[src/rtl/rfd_pkg.sv]
// Package: shared widths, window sizes and control word layout for the
// fractional RTC tick divider. Assumes the 22 used bits of the control word
// sit at the bottom of a 32-bit word.
package rfd_pkg;
    localparam int WORD_W    = 32;
    localparam int FRAC_W    = 10;
    localparam int INT_W     = 9;
    localparam int USED_W    = FRAC_W + INT_W + 3;
    localparam int PH_W      = FRAC_W + 1;
    localparam int LEN_W     = INT_W + 1;
    localparam int WIN_SHORT = 1000;
    localparam int WIN_LONG  = 1024;
    localparam logic [WORD_W-1:0] CTRL_RESET = 32'h0005_1EA8;

    // Packed so that the field order matches the bit layout of the word.
    typedef struct packed {
        logic               rst_req;
        logic               run_en;
        logic               win_sel;
        logic [INT_W-1:0]   int_div;
        logic [FRAC_W-1:0]  frac;
    } ctrl_t;
endpackage

[src/rtl/rfd_ctrl_reg.sv]
// Control register: holds the control word, stores the used bits on a write
// and returns them zero-extended on the read port. Assumes a single writer
// with no byte enables.
module rfd_ctrl_reg
    import rfd_pkg::*;
(
    input  logic              clk,
    input  logic              rst_n,
    input  logic              wr_en,
    input  logic [WORD_W-1:0] wr_data,
    output ctrl_t             ctrl,
    output logic [WORD_W-1:0] rd_data
);
    ctrl_t ctrl_q;

    // Load the control word on a write; reset to the 100 Hz default.
    always_ff @(posedge clk) begin
        if (!rst_n) begin
            ctrl_q <= ctrl_t'(CTRL_RESET[USED_W-1:0]);
        end else if (wr_en) begin
            ctrl_q <= ctrl_t'(wr_data[USED_W-1:0]);
        end
    end

    // Read path: unused upper bits read as zero.
    always_comb begin
        rd_data = '0;
        rd_data[USED_W-1:0] = ctrl_q;
    end

    assign ctrl = ctrl_q;

    // A write must be visible on the read port one cycle later.
    assert_readback_R2: assert property (@(posedge clk) disable iff (!rst_n)
        wr_en |=> rd_data == {{(WORD_W-USED_W){1'b0}}, $past(wr_data[USED_W-1:0])});
endmodule

[src/rtl/rfd_phase_acc.sv]
// Phase accumulator: decides whether the current output period is stretched
// by one cycle and advances the phase at each period end. Assumes the
// fraction is clamped to the window size and the window is 1000 or 1024.
module rfd_phase_acc
    import rfd_pkg::*;
(
    input  logic              clk,
    input  logic              rst_n,
    input  logic              clear,
    input  logic              advance,
    input  logic [FRAC_W-1:0] frac,
    input  logic              win_sel,
    output logic              stretch
);
    localparam logic [PH_W-1:0] WIN_S = PH_W'(WIN_SHORT);
    localparam logic [PH_W-1:0] WIN_L = PH_W'(WIN_LONG);

    logic [PH_W-1:0] phase_q;
    logic [PH_W-1:0] win;
    logic [PH_W-1:0] frac_eff;
    logic [PH_W:0]   sum;
    logic [PH_W-1:0] phase_nxt;

    // Window size, clamped fraction and next phase for this period.
    always_comb begin
        win       = win_sel ? WIN_L : WIN_S;
        frac_eff  = ({1'b0, frac} >= win) ? win : {1'b0, frac};
        sum       = {1'b0, phase_q} + {1'b0, frac_eff};
        stretch   = (sum >= {1'b0, win});
        phase_nxt = stretch ? PH_W'(sum - {1'b0, win}) : PH_W'(sum);
    end

    // Phase register: cleared on a write, stepped at each period end.
    always_ff @(posedge clk) begin
        if (!rst_n) begin
            phase_q <= '0;
        end else if (clear) begin
            phase_q <= '0;
        end else if (advance) begin
            phase_q <= phase_nxt;
        end
    end

    // The phase always stays below the window size.
    assert_phase_in_window_R4: assert property (@(posedge clk) disable iff (!rst_n)
        phase_q < win);
    // A write leaves the accumulator at zero.
    assert_write_clears_phase_R8: assert property (@(posedge clk) disable iff (!rst_n)
        clear |=> phase_q == '0);
endmodule

[src/rtl/rfd_period_cnt.sv]
// Period counter: counts reference cycles within an output period of INT or
// INT+1 cycles and emits a one-cycle tick after the ending edge. Assumes the
// stretch input is stable within a period (it only changes at period ends).
module rfd_period_cnt
    import rfd_pkg::*;
(
    input  logic             clk,
    input  logic             rst_n,
    input  logic             clear,
    input  logic             run,
    input  logic [INT_W-1:0] int_div,
    input  logic             stretch,
    output logic             period_end,
    output logic             tick
);
    logic [LEN_W-1:0] cnt_q;
    logic [LEN_W-1:0] len;
    logic [LEN_W-1:0] len_min1;
    logic [LEN_W-1:0] cnt_inc;
    logic             last;
    logic             tick_q;

    // Current period length and end-of-period detection.
    always_comb begin
        len        = {1'b0, int_div} + LEN_W'(stretch);
        len_min1   = (len == '0) ? LEN_W'(1) : len;
        cnt_inc    = cnt_q + LEN_W'(1);
        last       = (cnt_inc >= len);
        period_end = run && !clear && last;
    end

    // Cycle counter: restarts on a write, idles when disabled, wraps at the end.
    always_ff @(posedge clk) begin
        if (!rst_n) begin
            cnt_q <= '0;
        end else if (clear || !run || last) begin
            cnt_q <= '0;
        end else begin
            cnt_q <= cnt_inc;
        end
    end

    // Tick register: one pulse after each completed period.
    always_ff @(posedge clk) begin
        if (!rst_n) begin
            tick_q <= 1'b0;
        end else begin
            tick_q <= period_end;
        end
    end

    assign tick = tick_q;

    // The count never reaches the period length while running.
    assert_cnt_in_period_R3: assert property (@(posedge clk) disable iff (!rst_n)
        run |-> cnt_q < len_min1);
    // No tick while the divider is disabled.
    assert_tick_needs_enable_R6: assert property (@(posedge clk) disable iff (!rst_n)
        tick |-> run);
    // A write restarts the period from zero.
    assert_write_clears_cnt_R8: assert property (@(posedge clk) disable iff (!rst_n)
        clear |=> cnt_q == '0);
endmodule

[src/rtl/rtc_frac_divider.sv]
// Top: fractional divider producing an average 100 Hz tick from a slow
// reference clock. Combines the control register, phase accumulator and
// period counter. Assumes all logic runs in the reference clock domain.
module rtc_frac_divider
    import rfd_pkg::*;
(
    input  logic              clk,
    input  logic              rst_n,
    input  logic              wr_en,
    input  logic [WORD_W-1:0] wr_data,
    output logic [WORD_W-1:0] rd_data,
    output logic              tick,
    output logic              rtc_rst_req
);
    ctrl_t ctrl;
    logic  stretch;
    logic  period_end;

    rfd_ctrl_reg u_ctrl (
        .clk     (clk),
        .rst_n   (rst_n),
        .wr_en   (wr_en),
        .wr_data (wr_data),
        .ctrl    (ctrl),
        .rd_data (rd_data)
    );

    rfd_phase_acc u_phase (
        .clk     (clk),
        .rst_n   (rst_n),
        .clear   (wr_en),
        .advance (period_end),
        .frac    (ctrl.frac),
        .win_sel (ctrl.win_sel),
        .stretch (stretch)
    );

    rfd_period_cnt u_cnt (
        .clk        (clk),
        .rst_n      (rst_n),
        .clear      (wr_en),
        .run        (ctrl.run_en),
        .int_div    (ctrl.int_div),
        .stretch    (stretch),
        .period_end (period_end),
        .tick       (tick)
    );

    assign rtc_rst_req = ctrl.rst_req;

    // The reset request follows the written bit one cycle after a write.
    assert_rst_req_follows_R7: assert property (@(posedge clk) disable iff (!rst_n)
        wr_en |=> rtc_rst_req == $past(wr_data[USED_W-1]));
    // A write wins over a period end on the same edge.
    assert_write_beats_tick_R9: assert property (@(posedge clk) disable iff (!rst_n)
        wr_en |=> !tick);
endmodule

[config.mk]
export PLATFORM = sky130hd
export DESIGN_NAME = rtc_frac_divider
export DESIGN_NICKNAME = d
export VERILOG_FILES = /design/src/rtl/rfd_pkg.sv /design/src/rtl/rfd_ctrl_reg.sv /design/src/rtl/rfd_phase_acc.sv /design/src/rtl/rfd_period_cnt.sv /design/src/rtl/rtc_frac_divider.sv
export SDC_FILE = /design/constraint.sdc
export NUM_CORES = 1
export LEC_CHECK = 0
export CAP_MARGIN = 15
export CORE_UTILIZATION = 36
export CTS_CLUSTER_DIAMETER = 200
export DETAILED_ROUTE_END_ITERATION = 12
export GPL_TIMING_DRIVEN = 0
export PLACE_DENSITY = 0.68
export SLEW_MARGIN = 15
export SYNTH_ARGS = -nofsm -noshare
export SYNTH_HDL_FRONTEND = slang
export SYNTH_SLANG_ARGS = --single-unit
[constraint.sdc]
create_clock -name clk -period 8.3 [get_ports clk]
set_input_delay 1.245 -clock clk [delete_from_list [all_inputs] [get_ports clk]]
set_output_delay 1.245 -clock clk [all_outputs]
set_load 0.02 [all_outputs]
==> results of run 1 <==
-- path summary, 6_finish.rpt --
check	start	endpoint	slack [ns]	cells after the start
worst min-delay path	u_phase.phase_q[8]	u_phase.phase_q[8]	0.49	2
worst min register to register	u_phase.phase_q[8]	u_phase.phase_q[8]	0.49	2
worst max-delay path	u_ctrl.ctrl[19]	u_phase.phase_q[7]	0.45	37
worst max register to register	u_ctrl.ctrl[19]	u_phase.phase_q[7]	0.45	37
-- flip-flops by register name, indices dropped and copies added (netlist names) --
| register | count |
|---|---|
| u_ctrl.ctrl | 22 |
| u_cnt.tick | 1 |
| u_phase.phase_q | 11 |
| u_cnt.cnt_q | 10 |
-- cell type report --
| class | count | share of cell area, % |
|---|---|---|
| inverters | 14 | 1.312 |
| multi-input cells | 297 | 54.76 |
| flip-flops and latches | 44 | 22.09 |
| repair buffers | 49 | 12.12 |
| well taps | 108 | 3.374 |
| clock inverters | 2 | 0.8747 |
| plain buffers | 22 | 3.655 |
| clock buffers | 6 | 1.812 |
-- cell families after synthesis --
family | count (synthesis) | share of synthesized area [%]
DFF | 44 | 27.27
adders and majority gates | 40 | 15.72
muxes | 28 | 8.869
AOI/OAI and AO/OA | 78 | 17.00
other | 1 | 0.1161
and+or+nand+nor | 118 | 18.71
buffers and inverters | 36 | 6.081
xor gates and xnor gates | 23 | 6.235
-- metrics by stage --
stage	hold WS, ns	utilization (%)
3_3_place_gp	0.4668	44.38
5_1_grt	0.5247	45.93
4_1_cts	0.4903	45.62
3_5_place_dp	0.4697	44.38
2_1_floorplan	0.4506	-
6_report	0.4944	45.93
-- worst reg2reg max path: cells and delay by family (launching register included) --
kind / cells / cell delay [ns]
AOI/OAI and AO/OA: 19 / 3.85
adders and majority gates: 6 / 1.58
buffers and inverters: 5 / 0.95
and+or+nand+nor: 6 / 0.75
DFF: 1 / 0.42
xor gates and xnor gates: 1 / 0.19
-- report_power, final --
| group | switching [mW] | leakage (nW) | total, mW | internal [mW] |
|---|---|---|---|---|
| logic | 0.0819 | 1.36 | 0.162 | 0.0798 |
| clock network | 0.0762 | 0.0552 | 0.166 | 0.0895 |
| registers | 0.00994 | 0.360 | 0.227 | 0.217 |
| total | 0.168 | 1.77 | 0.555 | 0.387 |
-- layer usage --
metal  share of wire [%]  wire, um
met5                   0         0
met4                 2.1       158
met3                 4.7       356
met2                  44      3332
met1                  49      3712
-- cell usage in the layout, fill, tap and decap left out, types with 3 or more instances in the layout --
master / synthesis / routed
buf_2: 4 / 3
nor2b_1: 26 / 26
a21oi_2: 3 / 3
a21oi_1: 20 / 20
a31oi_1: 4 / 4
o211ai_1: 4 / 4
a21o_1: 5 / 5
clkdlybuf4s50_1: 0 / 47
xor2_1: 13 / 13
nor2_1: 28 / 28
buf_4: 13 / 15
clkbuf_1: 2 / 3
and3_1: 10 / 10
o21ai_0: 13 / 13
conb_1: 1 / 10
and2_1: 3 / 3
clkbuf_8: 0 / 5
mux2i_1: 26 / 26
inv_1: 13 / 12
ha_1: 39 / 39
nand2b_1: 4 / 4
nand3_1: 16 / 16
o21a_1: 9 / 9
dfxtp_1: 44 / 43
xnor2_1: 10 / 10
nand2_1: 20 / 20
-- repair_timing --
action                                 in CTS  in global routing
buffers inserted                            0                  2
setup endpoints to repair                   1                 22
pin swaps                                   0                  2
endpoints found under the hold margin       0                  0
gates resized for setup                     1                  5
==> out/qor.tcl, run 1 <==
set qor(firstDrtPassIters) 4
set qor(ctsHoldBuffers) 0
set qor(groute.layer.met2.usage_pct) 26.65
set qor(power_per_cell_area_nw_per_um2) 138.5
set qor(crit_path_start_kind) {register}
set qor(die-area_sq_um) 9357
set qor(cts.root.buffer_cell) {clkbuf_8}
set qor(initial_core_util_pct) 37.04
set qor(tritoncts) {done}
set qor(grt_max_degree) 16
set qor(relSlewSlack_pct) 45.79
set qor(number_of_global_route_vias_before_repair) 2652
set qor(post-synth-top-count-cell) {dfxtp_1}
set qor(met1_usage_pct) 22.57
set qor(drtIter0Drc) 130
set qor(nFillCells) 835
set qor(grt_overflow) 0
set qor(routabilityCongestion) 0.8570
set qor(synthTopCellsByArea) {dfxtp_1, ha_1, mux2i_1, nor2b_1, xor2_1}
set qor(drt-vias-per-instance) 5.179
set qor(outcome) {finished clean}
set qor(wl_per_cell_um) 13.94
set qor(grt_usage_pct) 16.58
set qor(final_instance_count_excl_fillers) 542
set qor(chip_height_um) 96.73
set qor(clock-skew-final_ns) 0.007542
set qor(synth-main-ff-cell) {dfxtp_1}
set qor(area_delta_synth_final_pct) 23.97
set qor(dp_cells) 532
set qor(worst-endpoint-required_ns) 8.49
set qor(post-route-min-period_ns) 7.854
set qor(core_area_sq_um) 8721
set qor(yosysTopAreaCellShare_pct) 27.27
set qor(final_worst_path_cycle_share_pct) 94.62
set qor(pin_count) 69
set qor(clkTransAtPathRegs_ns) 0.09
set qor(min_delay_path_class) {register to register}
set qor(most_used_layer_global_route) {met2}
set qor(synth_edf_count) 0
set qor(detailroute.via_count) 2807
set qor(p_leak_nw) 1.772
set qor(cts_num_sinks) 44
set qor(cts_buffers) 5
set qor(synthesis.area_sq_um) 3231
set qor(synthDistinctLibCells) 56
set qor(area_occupied_by_multi_input_gates_sq_um) 2193
set qor(drive_above_1_share_pct) 8.986
set qor(hold_viol_final) 0
set qor(worstSetupPathType) {register to register}
set qor(path_delay_family) {compound AO/OA/AOI/OAI gates}
set qor(post-dp-hpwl_um) 5940
set qor(maxClockFrequency_ghz) 0.1273
set qor(place_worst_setup_slack_ns) 0.07853
set qor(routed_wl_um) 7558
set qor(worst-endpoint-arrival_ns) 8.04
set qor(synthesized_instance_count) 368
set qor(nNetsFinal) 508
set qor(core.rowCount) 34
set qor(unrepaired_setup_endpoints_after_global_routing) {false}
set qor(area_occupied_by_registers_sq_um) 884.6
set qor(antenna_found_initial) 0
set qor(synth.largest_area_cell) {dfxtp_1}
set qor(setup_viol_count_final) 0
set qor(worst_setup_path_end_kind) {register}
set qor(fin_tns_setup_ns) 0
set qor(crit_path_max_delay_cell_type) {dfxtp_4}
set qor(drv_cap) 0
set qor(delay_of_the_slowest_cell_on_the_worst_path_ns) 0.42
set qor(floorplan.die.width_um) 96.73
set qor(antenna_left) 0
set qor(syn_area_per_cell_sq_um) 8.779
set qor(synth_async_sr_flop_share_pct) 0
set qor(seq_area_frac_synth_pct) 27.27
set qor(critical_path.max_fanout) 15
set qor(cp_common_cell) {ha_1}
set qor(synth.top_cells.by_count) {dfxtp_1, ha_1, nor2_1}
set qor(cts.path.max_buffers) 2
set qor(worst_skew_pair.late_latency_ns) 0.29
set qor(synth-warning-count) 0
set qor(remaining_drc_errors) 0
set qor(ys_ff_latch) 44
set qor(postPlaceCellArea_sq_um) 3870
set qor(worst_path_setup_slack_after_routing_ns) 0.4464
set qor(worst-slew-pin-transition_ns) 0.8019
set qor(totalPowerFinal_uw) 554.7
set qor(drv_slew) 0
set qor(grt.met3_usage_pct) 2.818
set qor(vdd_ir_drop_max_uv) 68.31
set qor(io_buffers) 47
set qor(diode_count) 0
set qor(final_cell_area_sq_um) 4005
set qor(cts-htree-levels) 2
set qor(critPathBufInv) 5
set qor(grt_first_pass_wirelength_um) 12700
(Power assumes the default switching activity.)
==> run 2: changes to the inputs <==
--- a/config.mk
+++ b/config.mk
@@ -6,12 +6,14 @@
 export NUM_CORES = 1
 export LEC_CHECK = 0
 export CAP_MARGIN = 15
-export CORE_UTILIZATION = 36
+export CORE_UTILIZATION = 50
+export CTS_BUF_LIST = sky130_fd_sc_hd__clkbuf_8
 export CTS_CLUSTER_DIAMETER = 200
 export DETAILED_ROUTE_END_ITERATION = 12
 export GPL_TIMING_DRIVEN = 0
-export PLACE_DENSITY = 0.68
+export PLACE_DENSITY = 0.86
 export SLEW_MARGIN = 15
 export SYNTH_ARGS = -nofsm -noshare
 export SYNTH_HDL_FRONTEND = slang
+export SYNTH_HIERARCHICAL = 1
 export SYNTH_SLANG_ARGS = --single-unit
==> run 2 against run 1 <==
Against the previous run: utilization rose by 17 points; critical path type unchanged; sequential power is essentially flat; sequential share of layout area fell by 1.3 points; largest power group unchanged; combinational power is 14% higher; total power grew 3.3%; clock-buffer cell count decreased by 1; wire length grew 10%; synthesized cell count is 7.3% higher; clock skew down 0.0027 ns; non-clock buffer count rose by 22; critical path depth down 1; flip-flop and latch count did not move.
==> out/qor.tcl, run 2 <==
set qor(outcome) {finished clean}
set qor(yosysTopAreaCellShare_pct) 25.20 ;# -2.1 points
set qor(worst-endpoint-required_ns) 8.48 ;# about the same
set qor(synth-main-ff-cell) {dfxtp_1}
set qor(worstSetupPathType) {register to register}
set qor(worst-slew-pin-transition_ns) 0.5995 ;# -0.2024 ns
set qor(number_of_global_route_vias_before_repair) 2997 ;# +13%
set qor(rr_worst_depth) 36 ;# -2.7%
set qor(crit_path_start_kind) {register}
set qor(drive_above_1_share_pct) 15.62 ;# +6.6 points
set qor(synthesis.area_sq_um) 3496 ;# +8.2%
set qor(final_common_cell) {clkdlybuf4s50_1}
set qor(core_area_sq_um) 6756 ;# -23%
set qor(post-route-min-period_ns) 7.851 ;# -0.002654 ns
set qor(unrepaired_setup_endpoints_after_global_routing) {false}
set qor(antenna_left) 0 ;# unchanged
set qor(cts.path.max_buffers) 2 ;# unchanged
set qor(setup.reg_to_reg.worst_slack_ns) 0.45 ;# about the same
set qor(post-dp-hpwl_um) 6484 ;# +9.2%
set qor(min_delay_path_class) {register to register}
set qor(maxClockFrequency_ghz) 0.1274 ;# about the same
set qor(synthDistinctLibCells) 57 ;# +1.8%
set qor(drtIter0Drc) 183 ;# +41%
set qor(drv_slew) 0 ;# unchanged
set qor(worst_skew_pair.late_latency_ns) 0.29 ;# about the same
set qor(chip_height_um) 85.62 ;# -11%
set qor(largest_reg_flops) 22 ;# unchanged
set qor(synthesized_instance_count) 395 ;# +7.3%
set qor(cts_num_sinks) 44 ;# unchanged
set qor(cts.root.buffer_cell) {clkbuf_8}
set qor(delay_of_the_slowest_cell_on_the_worst_path_ns) 0.49 ;# +0.07 ns
set qor(io_buffers) 48 ;# +2.1%
set qor(relSlewSlack_pct) 59.53 ;# +14 points
set qor(final_worst_path_cycle_share_pct) 94.59 ;# about the same
set qor(antenna_found_initial) 0 ;# unchanged
set qor(core.rowCount) 30 ;# -12%
set qor(wl_per_cell_um) 15.39 ;# +10%
set qor(crit_path_max_delay_cell_type) {dfxtp_4}
set qor(postPlaceCellArea_sq_um) 4110 ;# +6.2%
set qor(grt_first_pass_wirelength_um) 13500 ;# +6.4%
set qor(worst-endpoint-arrival_ns) 8.03 ;# about the same
set qor(synth-warning-count) 6 ;# +6
set qor(setup_viol_count_final) 0 ;# unchanged
set qor(clock-skew-final_ns) 0.004881 ;# -0.002661 ns
set qor(detailroute.via_count) 2993 ;# +6.6%
set qor(nFillCells) 539 ;# -35%
set qor(synth_async_sr_flop_share_pct) 0 ;# unchanged
set qor(cts-htree-levels) 2 ;# unchanged
set qor(post-synth-top-count-cell) {dfxtp_1}
set qor(seq_area_frac_synth_pct) 25.20 ;# -2.1 points
set qor(crit-reg2reg-launch) {u_ctrl/ctrl[19]}
set qor(final_cell_area_sq_um) 4260 ;# +6.4%
set qor(grt_max_degree) 16 ;# unchanged
set qor(syn_area_per_cell_sq_um) 8.850 ;# +0.81%
set qor(synth.top_cells.by_count) {dfxtp_1, ha_1, buf_4}
set qor(grt_overflow) 0 ;# unchanged
set qor(finished_core_util_pct) 63.06 ;# +17 points
set qor(synthTopCellsByArea) {dfxtp_1, ha_1, mux2i_1, buf_4, xnor2_1}
set qor(most_frequent_cells_in_the_layout) {clkdlybuf4s50_1, dfxtp_1, ha_1}
set qor(vdd_ir_drop_max_uv) 73.29 ;# +7.3%
set qor(worstReg2RegEnd) {u_phase/phase_q[10]}
set qor(area_delta_synth_final_pct) 21.87
set qor(ys_ff_latch) 44 ;# unchanged
set qor(drt-vias-per-instance) 5.532 ;# +6.8%
set qor(critical_path.max_fanout) 15 ;# unchanged
set qor(die-area_sq_um) 7330 ;# -22%
set qor(initial_core_util_pct) 51.74 ;# +15 points
set qor(dp_cells) 532 ;# unchanged
set qor(clkTransAtPathRegs_ns) 0.08 ;# about the same
set qor(remaining_drc_errors) 0 ;# unchanged
set qor(routed_wl_um) 8325 ;# +10%
set qor(drv_cap) 0 ;# unchanged
set qor(critPathCapture) {u_phase/phase_q[10]}
set qor(power_per_cell_area_nw_per_um2) 134.5 ;# -2.9%
set qor(cp_common_cell) {ha_1}
set qor(tritoncts) {done}
set qor(nNetsFinal) 535 ;# +5.3%
set qor(final_instance_count_excl_fillers) 541 ;# -0.18%
set qor(pin_count) 69 ;# unchanged
set qor(firstDrtPassIters) 4 ;# unchanged
set qor(synth.largest_area_cell) {dfxtp_1}
set qor(diode_count) 0 ;# unchanged
set qor(floorplan.die.width_um) 85.62 ;# -11%
set qor(p_leak_nw) 1.876 ;# +5.9%
set qor(routabilityCongestion) 0.9121 ;# +6.4%
set qor(grt_usage_pct) 23.12 ;# +6.5 points
set qor(synth_edf_count) 0 ;# unchanged
set qor(cts_buffers) 5 ;# unchanged
set qor(worst_setup_path_end_kind) {register}
set qor(hold_viol_final) 0 ;# unchanged
set qor(worstSetupStartpoint) {u_ctrl/ctrl[19]}
[run 2: cell type report]
cell class	count	area (sq um)	share of cell area, %
repair buffers	49	488.0	11.45
inverters	16	60.06	1.410
multi-input cells	300	2282	53.57
clock buffers	5	68.82	1.615
well taps	80	100.1	2.349
clock inverters	3	38.79	0.9104
plain buffers	44	337.8	7.930
flip-flops and latches	44	884.6	20.76
[run 2: stage by stage]
step	hold WS, ns	total power [mW]	setup slack (ns)	setup TNS (ns)
final	0.4962	0.5730	0.4490	0
after global routing	0.5056	0.6003	0.003010	0
after CTS	0.4931	0.5716	0.1350	0
after detailed placement	0.4834	0.4115	-0.6030	-4.622
after global placement	0.4782	0.4032	-0.2238	-0.9784
after floorplan	0.4543	0.3588	1.061	0
[run 2: critical path: cells and delay by family, from the launching register on]
kind	cells	cell delay [ns]
XOR/XNOR	2	0.27
AO/OA/AOI/OAI	10	2.19
AND/OR/NAND/NOR	12	1.94
flip-flops	1	0.49
buffers and inverters	5	0.77
adder cells (fa/ha/maj)	7	2.08
[run 2: cell families (layout without fill, tap and decap cells)]
kind of cell             count (synthesis)  count (layout)  share of synthesized area [%]
AO/OA/AOI/OAI                           73              73                          15.07
other                                    1              10                         0.1073
buffers and inverters                   60             117                          11.24
AND/OR/NAND/NOR                        122             122                          18.83
flip-flops                              44              44                          25.20
adder cells (fa/ha/maj)                 40              40                          14.53
multiplexers                            30              30                          8.769
XOR/XNOR                                25              25                          6.263
[run 2: worst min path at each step]
stage                   startpoint                   to  slack [ns]  cells after the start
6_report       u_phase/phase_q[10]  u_phase/phase_q[10]        0.50                      2
5_1_grt         u_phase/phase_q[5]   u_phase/phase_q[5]        0.51                      2
4_1_cts        u_phase/phase_q[10]  u_phase/phase_q[10]        0.49                      2
3_5_place_dp   u_phase/phase_q[10]  u_phase/phase_q[10]        0.48                      2
3_3_place_gp        u_cnt/cnt_q[0]       u_cnt/cnt_q[0]        0.48                      1
2_1_floorplan       u_cnt/cnt_q[0]       u_cnt/cnt_q[0]        0.45                      1
[run 2: repair_timing]
item | CTS | global route
pin swaps | 0 | 1
setup endpoints to repair | 11 | 11
setup buffers | 0 | 1
resized for setup | 4 | 8
hold buffers | 0 | 0
[run 2: power by group]
| part | internal, mW | switching, mW | total, mW |
|---|---|---|---|
| sequential | 0.217 | 0.00944 | 0.227 |
| combinational | 0.0934 | 0.0912 | 0.185 |
| clock | 0.0882 | 0.0734 | 0.162 |
| total | 0.399 | 0.174 | 0.573 |
[run 2: per-layer routing]
| layer | vias up | routed length (um) | global-route usage [%] |
|---|---|---|---|
| met4 | 0 | 172 | 8.788 |
| met1 | 1385 | 3646 | 27.31 |
| met5 | - | 0 | 0 |
| met2 | 96 | 4109 | 41.75 |
| li1 | 1496 | - | - |
| met3 | 16 | 396 | 3.946 |
==> run 3: changes to the inputs <==
--- a/config.mk
+++ b/config.mk
@@ -5,7 +5,6 @@
 export SDC_FILE = /design/constraint.sdc
 export NUM_CORES = 1
 export LEC_CHECK = 0
-export CAP_MARGIN = 15
 export CORE_UTILIZATION = 50
 export CTS_BUF_LIST = sky130_fd_sc_hd__clkbuf_8
 export CTS_CLUSTER_DIAMETER = 200
@@ -17,3 +16,4 @@
 export SYNTH_HDL_FRONTEND = slang
 export SYNTH_HIERARCHICAL = 1
 export SYNTH_SLANG_ARGS = --single-unit
+export TNS_END_PERCENT = 10
==> results of run 3 <==
No change in the layout: final DEF, timing and power equal those of run 2.
